**src/rtl/rate_hunt_pkg.sv**
```systemverilog
// Package: shared constants and helpers for the rate hunter.
// Assumes six candidate rates coded 0..5, with code 5 the HD rate.
package rate_hunt_pkg;

    localparam int unsigned NUM_RATES = 6;
    localparam int unsigned RATE_W    = 3;
    localparam logic [2:0]  CODE_177  = 3'd1;
    localparam logic [2:0]  CODE_HD   = 3'd5;
    localparam logic [2:0]  CODE_LAST = 3'd5;

    // Next candidate in the ascending search, wrapping after the last code.
    function automatic logic [2:0] next_rate(input logic [2:0] cur, input logic skip);
        logic [2:0] nxt;
        if (cur >= CODE_LAST) nxt = 3'd0;
        else                  nxt = cur + 3'd1;
        if (skip && nxt == CODE_177) nxt = CODE_177 + 3'd1;
        return nxt;
    endfunction

    // Maps unused codes onto the highest valid code.
    function automatic logic [2:0] clamp_code(input logic [2:0] code);
        return (code > CODE_LAST) ? CODE_LAST : code;
    endfunction

endpackage

```
**src/rtl/win_meter.sv**
```systemverilog
// Window meter: counts vco_tick pulses over WIN_LEN reference cycles.
// restart clears the window and drops any pending result. done is a
// one-cycle pulse carrying the count of the window that just closed.
module win_meter #(
    parameter int unsigned WIN_LEN = 1000,
    localparam int unsigned CW     = $clog2(WIN_LEN + 1),
    localparam int unsigned PW     = (WIN_LEN > 1) ? $clog2(WIN_LEN) : 1
) (
    input  logic          clk,
    input  logic          rst_n,
    input  logic          restart,
    input  logic          tick,
    output logic          done,
    output logic [CW-1:0] count
);

    localparam logic [PW-1:0] LAST_POS = PW'(WIN_LEN - 1);

    logic [PW-1:0] pos_q;
    logic [CW-1:0] acc_q;

    // Window position, tick accumulation and result capture.
    always_ff @(posedge clk) begin
        if (!rst_n || restart) begin
            pos_q <= '0;
            acc_q <= '0;
            done  <= 1'b0;
            count <= '0;
        end else if (pos_q == LAST_POS) begin
            pos_q <= '0;
            acc_q <= '0;
            done  <= 1'b1;
            count <= acc_q + CW'(tick);
        end else begin
            pos_q <= pos_q + 1'b1;
            acc_q <= acc_q + CW'(tick);
            done  <= 1'b0;
        end
    end

endmodule

```
**src/rtl/tol_judge.sv**
```systemverilog
// Tolerance judge: compares a window count with the target of the
// selected rate. Tight band = 1% (acquire), wide band = 2% (hold).
// Bounds are computed per rate at elaboration time.
module tol_judge #(
    parameter int unsigned CW = 10,
    parameter int unsigned TGT_COUNT [rate_hunt_pkg::NUM_RATES] = '{200, 250, 300, 350, 400, 450}
) (
    input  logic [2:0]    sel,
    input  logic [CW-1:0] count,
    output logic          in_tight,
    output logic          in_wide
);
    import rate_hunt_pkg::*;

    logic [NUM_RATES-1:0] tight_v;
    logic [NUM_RATES-1:0] wide_v;
    logic [31:0]          cnt32;

    // Width-extend the count once for all comparisons.
    always_comb cnt32 = 32'(count);

    for (genvar r = 0; r < NUM_RATES; r++) begin : g_band
        localparam int unsigned T   = TGT_COUNT[r];
        localparam int unsigned D1  = T / 100;
        localparam int unsigned D2  = (2 * T) / 100;
        localparam logic [31:0] LO1 = 32'(T - D1);
        localparam logic [31:0] HI1 = 32'(T + D1);
        localparam logic [31:0] LO2 = 32'(T - D2);
        localparam logic [31:0] HI2 = 32'(T + D2);
        // Band membership of this rate's target.
        always_comb begin
            tight_v[r] = (cnt32 >= LO1) && (cnt32 <= HI1);
            wide_v[r]  = (cnt32 >= LO2) && (cnt32 <= HI2);
        end
    end

    // Select the verdict for the rate being tried.
    always_comb begin
        in_tight = 1'b0;
        in_wide  = 1'b0;
        for (int i = 0; i < NUM_RATES; i++) begin
            if (sel == 3'(i)) begin
                in_tight = tight_v[i];
                in_wide  = wide_v[i];
            end
        end
    end

endmodule

```
**src/rtl/lock_keeper.sv**
```systemverilog
// Lock keeper: search index, dwell counting, two-hit acquisition,
// wide-band hold, remembered rate and SD flag. Acts only on measurement
// results; a restart wipes the lock and the pending hit.
module lock_keeper #(
    parameter int unsigned DWELL_WINS = 3,
    localparam int unsigned DW        = (DWELL_WINS > 1) ? $clog2(DWELL_WINS) : 1
) (
    input  logic       clk,
    input  logic       rst_n,
    input  logic       auto_en,
    input  logic       skip_177,
    input  logic       restart,
    input  logic       meas_done,
    input  logic       in_tight,
    input  logic       in_wide,
    input  logic [2:0] sel,
    output logic [2:0] hunt_idx,
    output logic [2:0] last_rate,
    output logic       locked,
    output logic       sd_flag
);
    import rate_hunt_pkg::*;

    localparam logic [DW-1:0] DWELL_LAST = DW'(DWELL_WINS - 1);

    logic          hit_q;
    logic [DW-1:0] dwell_q;

    // Lock state machine and search stepping.
    always_ff @(posedge clk) begin
        if (!rst_n) begin
            hunt_idx  <= 3'd0;
            last_rate <= 3'd0;
            locked    <= 1'b0;
            sd_flag   <= 1'b0;
            hit_q     <= 1'b0;
            dwell_q   <= '0;
        end else if (restart) begin
            locked  <= 1'b0;
            sd_flag <= 1'b0;
            hit_q   <= 1'b0;
            dwell_q <= '0;
        end else if (meas_done) begin
            if (locked) begin
                if (!in_wide) begin
                    locked  <= 1'b0;
                    sd_flag <= 1'b0;
                    hit_q   <= 1'b0;
                    dwell_q <= '0;
                end
            end else if (in_tight) begin
                if (hit_q) begin
                    locked    <= 1'b1;
                    sd_flag   <= (sel != CODE_HD);
                    last_rate <= sel;
                    hit_q     <= 1'b0;
                end else begin
                    hit_q <= 1'b1;
                end
            end else begin
                hit_q <= 1'b0;
                if (auto_en) begin
                    if (dwell_q == DWELL_LAST) begin
                        dwell_q  <= '0;
                        hunt_idx <= next_rate(hunt_idx, skip_177);
                    end else begin
                        dwell_q <= dwell_q + 1'b1;
                    end
                end
            end
        end
    end

endmodule

```
**src/rtl/rate_hunt_ctrl.sv**
```systemverilog
// Rate hunter top: picks the candidate rate (search or forced), restarts
// measurement whenever the selection changes, and wires meter, judge and
// lock keeper. Assumes vco_tick is a single-cycle pulse in the clk domain.
module rate_hunt_ctrl #(
    parameter int unsigned WIN_LEN    = 1000,
    parameter int unsigned DWELL_WINS = 3,
    parameter int unsigned TGT_COUNT [rate_hunt_pkg::NUM_RATES] = '{200, 250, 300, 350, 400, 450},
    localparam int unsigned CW        = $clog2(WIN_LEN + 1)
) (
    input  logic       clk,
    input  logic       rst_n,
    input  logic       auto_en,
    input  logic [2:0] forced_rate,
    input  logic       skip_177,
    input  logic       vco_tick,
    output logic [2:0] div_sel,
    output logic [2:0] rate_code,
    output logic       locked,
    output logic       sd_flag
);
    import rate_hunt_pkg::*;

    logic [2:0]    hunt_idx;
    logic [2:0]    last_rate;
    logic [2:0]    forced_c;
    logic [2:0]    sel_q;
    logic          restart;
    logic          meas_done;
    logic [CW-1:0] meas_count;
    logic          in_tight;
    logic          in_wide;

    // Candidate and reported-rate selection.
    always_comb begin
        forced_c  = clamp_code(forced_rate);
        div_sel   = auto_en ? hunt_idx  : forced_c;
        rate_code = auto_en ? last_rate : forced_c;
        restart   = (div_sel != sel_q);
    end

    // Remember the selection seen at the previous edge.
    always_ff @(posedge clk) begin
        if (!rst_n) sel_q <= 3'd0;
        else        sel_q <= div_sel;
    end

    win_meter #(.WIN_LEN(WIN_LEN)) u_meter (
        .clk     (clk),
        .rst_n   (rst_n),
        .restart (restart),
        .tick    (vco_tick),
        .done    (meas_done),
        .count   (meas_count)
    );

    tol_judge #(.CW(CW), .TGT_COUNT(TGT_COUNT)) u_judge (
        .sel      (div_sel),
        .count    (meas_count),
        .in_tight (in_tight),
        .in_wide  (in_wide)
    );

    lock_keeper #(.DWELL_WINS(DWELL_WINS)) u_keeper (
        .clk       (clk),
        .rst_n     (rst_n),
        .auto_en   (auto_en),
        .skip_177  (skip_177),
        .restart   (restart),
        .meas_done (meas_done),
        .in_tight  (in_tight),
        .in_wide   (in_wide),
        .sel       (div_sel),
        .hunt_idx  (hunt_idx),
        .last_rate (last_rate),
        .locked    (locked),
        .sd_flag   (sd_flag)
    );

endmodule

```
**config.mk**
```make
export PLATFORM = sky130hd
export DESIGN_NAME = rate_hunt_ctrl
export DESIGN_NICKNAME = d
export VERILOG_FILES = /design/src/rtl/rate_hunt_pkg.sv /design/src/rtl/win_meter.sv /design/src/rtl/tol_judge.sv /design/src/rtl/lock_keeper.sv /design/src/rtl/rate_hunt_ctrl.sv
export SDC_FILE = /design/constraint.sdc
export NUM_CORES = 1
export LEC_CHECK = 0
export ABC_AREA = 1
export CAP_MARGIN = 40
export CORE_UTILIZATION = 35
export CTS_BUF_LIST = sky130_fd_sc_hd__clkbuf_4
export DETAILED_ROUTE_END_ITERATION = 8
export PLACE_DENSITY = 0.55
export RECOVER_POWER = 50
export SYNTH_ARGS = -nofsm -noshare
export SYNTH_HDL_FRONTEND = slang
export SYNTH_SLANG_ARGS = --single-unit
```
**constraint.sdc**
```tcl
create_clock -name clk -period 3.8 [get_ports clk]
set_clock_uncertainty 0.05 [all_clocks]
set_input_delay 0.57 -clock clk [delete_from_list [all_inputs] [get_ports clk]]
set_output_delay 0.57 -clock clk [all_outputs]
set_load 0.02 [all_outputs]
```
==> out/results.ini <==
[status]
outcome=finished clean

[detailed_routing]
wl_mm=5.38
viasPerCell=4.68
drtAntennaViolNets=0
vias=2346
firstDrtPassIters=5
wl_per_cell_um=10.7
drtIter0Drc=145
route.detailed.drc=0

[critical_path]
required_ns=3.18
r2r_setup_slack_ns=1.44
crit_path_end_kind=output port
reg2reg_depth=8
crit_end=div_sel[0]
cp_max_fo=7
rr_endpoint=u_meter.pos_q[3]$_SDFF_PP0_
startpoint_type=input port
critPathKind=in2out
crit_arrival_ns=2.45
crit_start=auto_en
timing.rr.start=u_keeper.hunt_idx[0]$_SDFFE_PN0P_

[pwr]
clock_power_share=0.282
internal_power_uw=575
swShare=0.268
power_switching_uw=210
power_frac_comb=0.109
seqPwrFrac=0.608
power_leakage_uw=0.00113
peakVddDrop_v=0.000147
power_density_mw_per_mm2=269

[logic_synthesis]
synthFlopType=dfxtp_1
yosysWarnings=0
synthCells=384
synth_nets=398
yosysSeqAreaShare=0.337
synth_edf_count=0
postSynthAreaPerCell_sq_um=6.97
ys_types=38
async_flop_share=0
synth-seq-cells=45
netlist_area_sq_mm=0.00268

[clocking]
h-tree-depth=2
clk_latency_ns=0.36
post_cts_buffers=0
clk_pin_slew_ns=0.12
cts_resized=0
cts.hold.buffers_added=0
cts_max_path_buffers=2
clockRootBuffer=clkbuf_4
cts_buffers=5
cts.sinks=45
cts_tree=done

[finish]
nFillCells=759
n_antenna_cell=0
drive_gt1_frac=0.0995
instances_no_fill=501
final_common_cell=nand2_1
syn_to_final_growth_pct=9.16
layout_common_cells=85 x nand2_1, 64 x nor2_1, 45 x dfxtp_1
nets=415

[grt]
grt_use_total=0.147
antenna_found_initial=0
grt_first_pass_wirelength_mm=9.23
grt_max_degree=24
grt-ovfl-total=0
grt_pass1_vias=2073

[floorplan]
pin_count=16
coreArea_sq_mm=0.00733
dieArea_sq_mm=0.00800
die_x_um=89.4
std_cell_rows=31
die_h_um=89.4
start_util=0.365

[timing]
grt_setup_unrepaired=false
maxSlewViolCount=0
timing.final.crit_share=0.809
finalHoldViolCount=0
fmax_mhz=325
post-route-min-period_ns=3.07
fin_setup_tns_ns=0
finalSetupViolations=0
worst_slew_pin_slew_ns=0.601
slew_headroom=0.598

[flow_run]
drv_cap=0

[hold_path]
hold_class=reg2reg

[place]
hpwl_mm=4.21
dp.cells=493
place_congestion=0.872
port_buffers=15

## how the worst min path moves through the flow
stage                                 from                     endpoint  slack, ns  cells past startpoint
2_1_floorplan  u_meter.pos_q[0]$_SDFF_PP0_  u_meter.pos_q[0]$_SDFF_PP0_       0.38                      1
3_3_place_gp   u_meter.pos_q[0]$_SDFF_PP0_  u_meter.pos_q[0]$_SDFF_PP0_       0.39                      1
3_5_place_dp   u_meter.pos_q[0]$_SDFF_PP0_  u_meter.pos_q[0]$_SDFF_PP0_       0.40                      1
4_1_cts        u_meter.pos_q[3]$_SDFF_PP0_  u_meter.pos_q[3]$_SDFF_PP0_       0.42                      2
5_1_grt        u_meter.pos_q[3]$_SDFF_PP0_  u_meter.pos_q[3]$_SDFF_PP0_       0.45                      2
6_report       u_meter.pos_q[0]$_SDFF_PP0_  u_meter.pos_q[0]$_SDFF_PP0_       0.42                      1
## state kept, by name, indices dropped and copies added, names as in the netlist, 2 cells and up
name,cells
u_meter.acc_q,10
u_keeper.last_rate,3
u_meter.count,10
u_keeper.hunt_idx,3
u_meter.pos_q,10
u_keeper.dwell_q,2
sel_q,3
## cells in the mapped netlist (2+ instances only)
| master | n | area [sq um] |
|---|---|---|
| nand3b_1 | 2 | 15.0 |
| o22ai_1 | 10 | 62.6 |
| xnor2_1 | 6 | 52.6 |
| buf_2 | 4 | 20.0 |
| dfxtp_1 | 45 | 901 |
| clkinv_2 | 2 | 10.0 |
| nand3_2 | 2 | 20.0 |
| nor3b_1 | 2 | 15.0 |
| xor2_1 | 8 | 70.1 |
| nor3_1 | 9 | 45.0 |
| a31oi_1 | 2 | 12.5 |
| nand2_1 | 84 | 315 |
| nand4_1 | 6 | 37.5 |
| nor2_4 | 13 | 146 |
| clkinv_1 | 2 | 7.51 |
| inv_2 | 3 | 11.3 |
| nor2_2 | 3 | 18.8 |
| inv_1 | 41 | 154 |
| nor2_1 | 63 | 236 |
| a21oi_1 | 12 | 60.1 |
| o21ai_0 | 4 | 20.0 |
| ha_1 | 6 | 75.1 |
| nand3_1 | 34 | 170 |
| a21oi_2 | 2 | 17.5 |
| nand2_2 | 6 | 37.5 |
## layer usage
layer	GRT usage	wire (um)
met2	0.231	2300
met4	0.0505	98
met5	0	0
met3	0.0295	252
met1	0.202	2730
## cells by family (layout without fill, tap and decap cells)
family	Yosys count	after routing	synth area share
simple gates	230	230	0.420
buf+inv	55	73	0.0898
flops	45	45	0.337
compound gates	33	33	0.0739
xor+xnor	15	15	0.0519
fa+ha+maj	6	6	0.0280
## layout make-up
| type | count | area (sq um) | area share |
|---|---|---|---|
| Inverter | 49 | 189 | 0.0647 |
| Timing Repair Buffer | 16 | 158 | 0.0540 |
| Multi-Input combinational cell | 284 | 1500 | 0.512 |
| Clock inverter | 3 | 17.5 | 0.00600 |
| Tap cell | 99 | 124 | 0.0424 |
| Clock buffer | 5 | 37.5 | 0.0128 |
| Sequential cell | 45 | 901 | 0.308 |
## critical path, stage by stage
cell and delay (ns):
dlygate4sd3_1 0.63, inv_1 0.20, nand3_1 0.12, nand3_1 0.26, clkdlybuf4s50_1 0.67
## power groups by stage
stage / Clock (uW) / Sequential [uW] / Combinational [uW]
after floorplan: 0 / 488 / 68.2
after global placement: 0 / 488 / 89.8
after detailed placement: 0 / 488 / 90.6
after CTS: 236 / 478 / 91.0
after global routing: 253 / 478 / 96.5
final: 222 / 478 / 85.6
## metrics by stage
stage               setup slack [ns]  hold WS (ns)   util  total power, uW  instance area (sq um)
floorplan                       1.85         0.380      -              556                   2680
global placement               0.837         0.395  0.396              578                   2910
detailed placement             0.746         0.400  0.396              579                   2910
CTS                            0.997         0.425  0.404              805                   2960
global route                   0.475         0.445  0.399              827                   2920
finish                         0.726         0.425  0.399              785                   2920
Note: power is estimated with default switching activity, not from simulation.
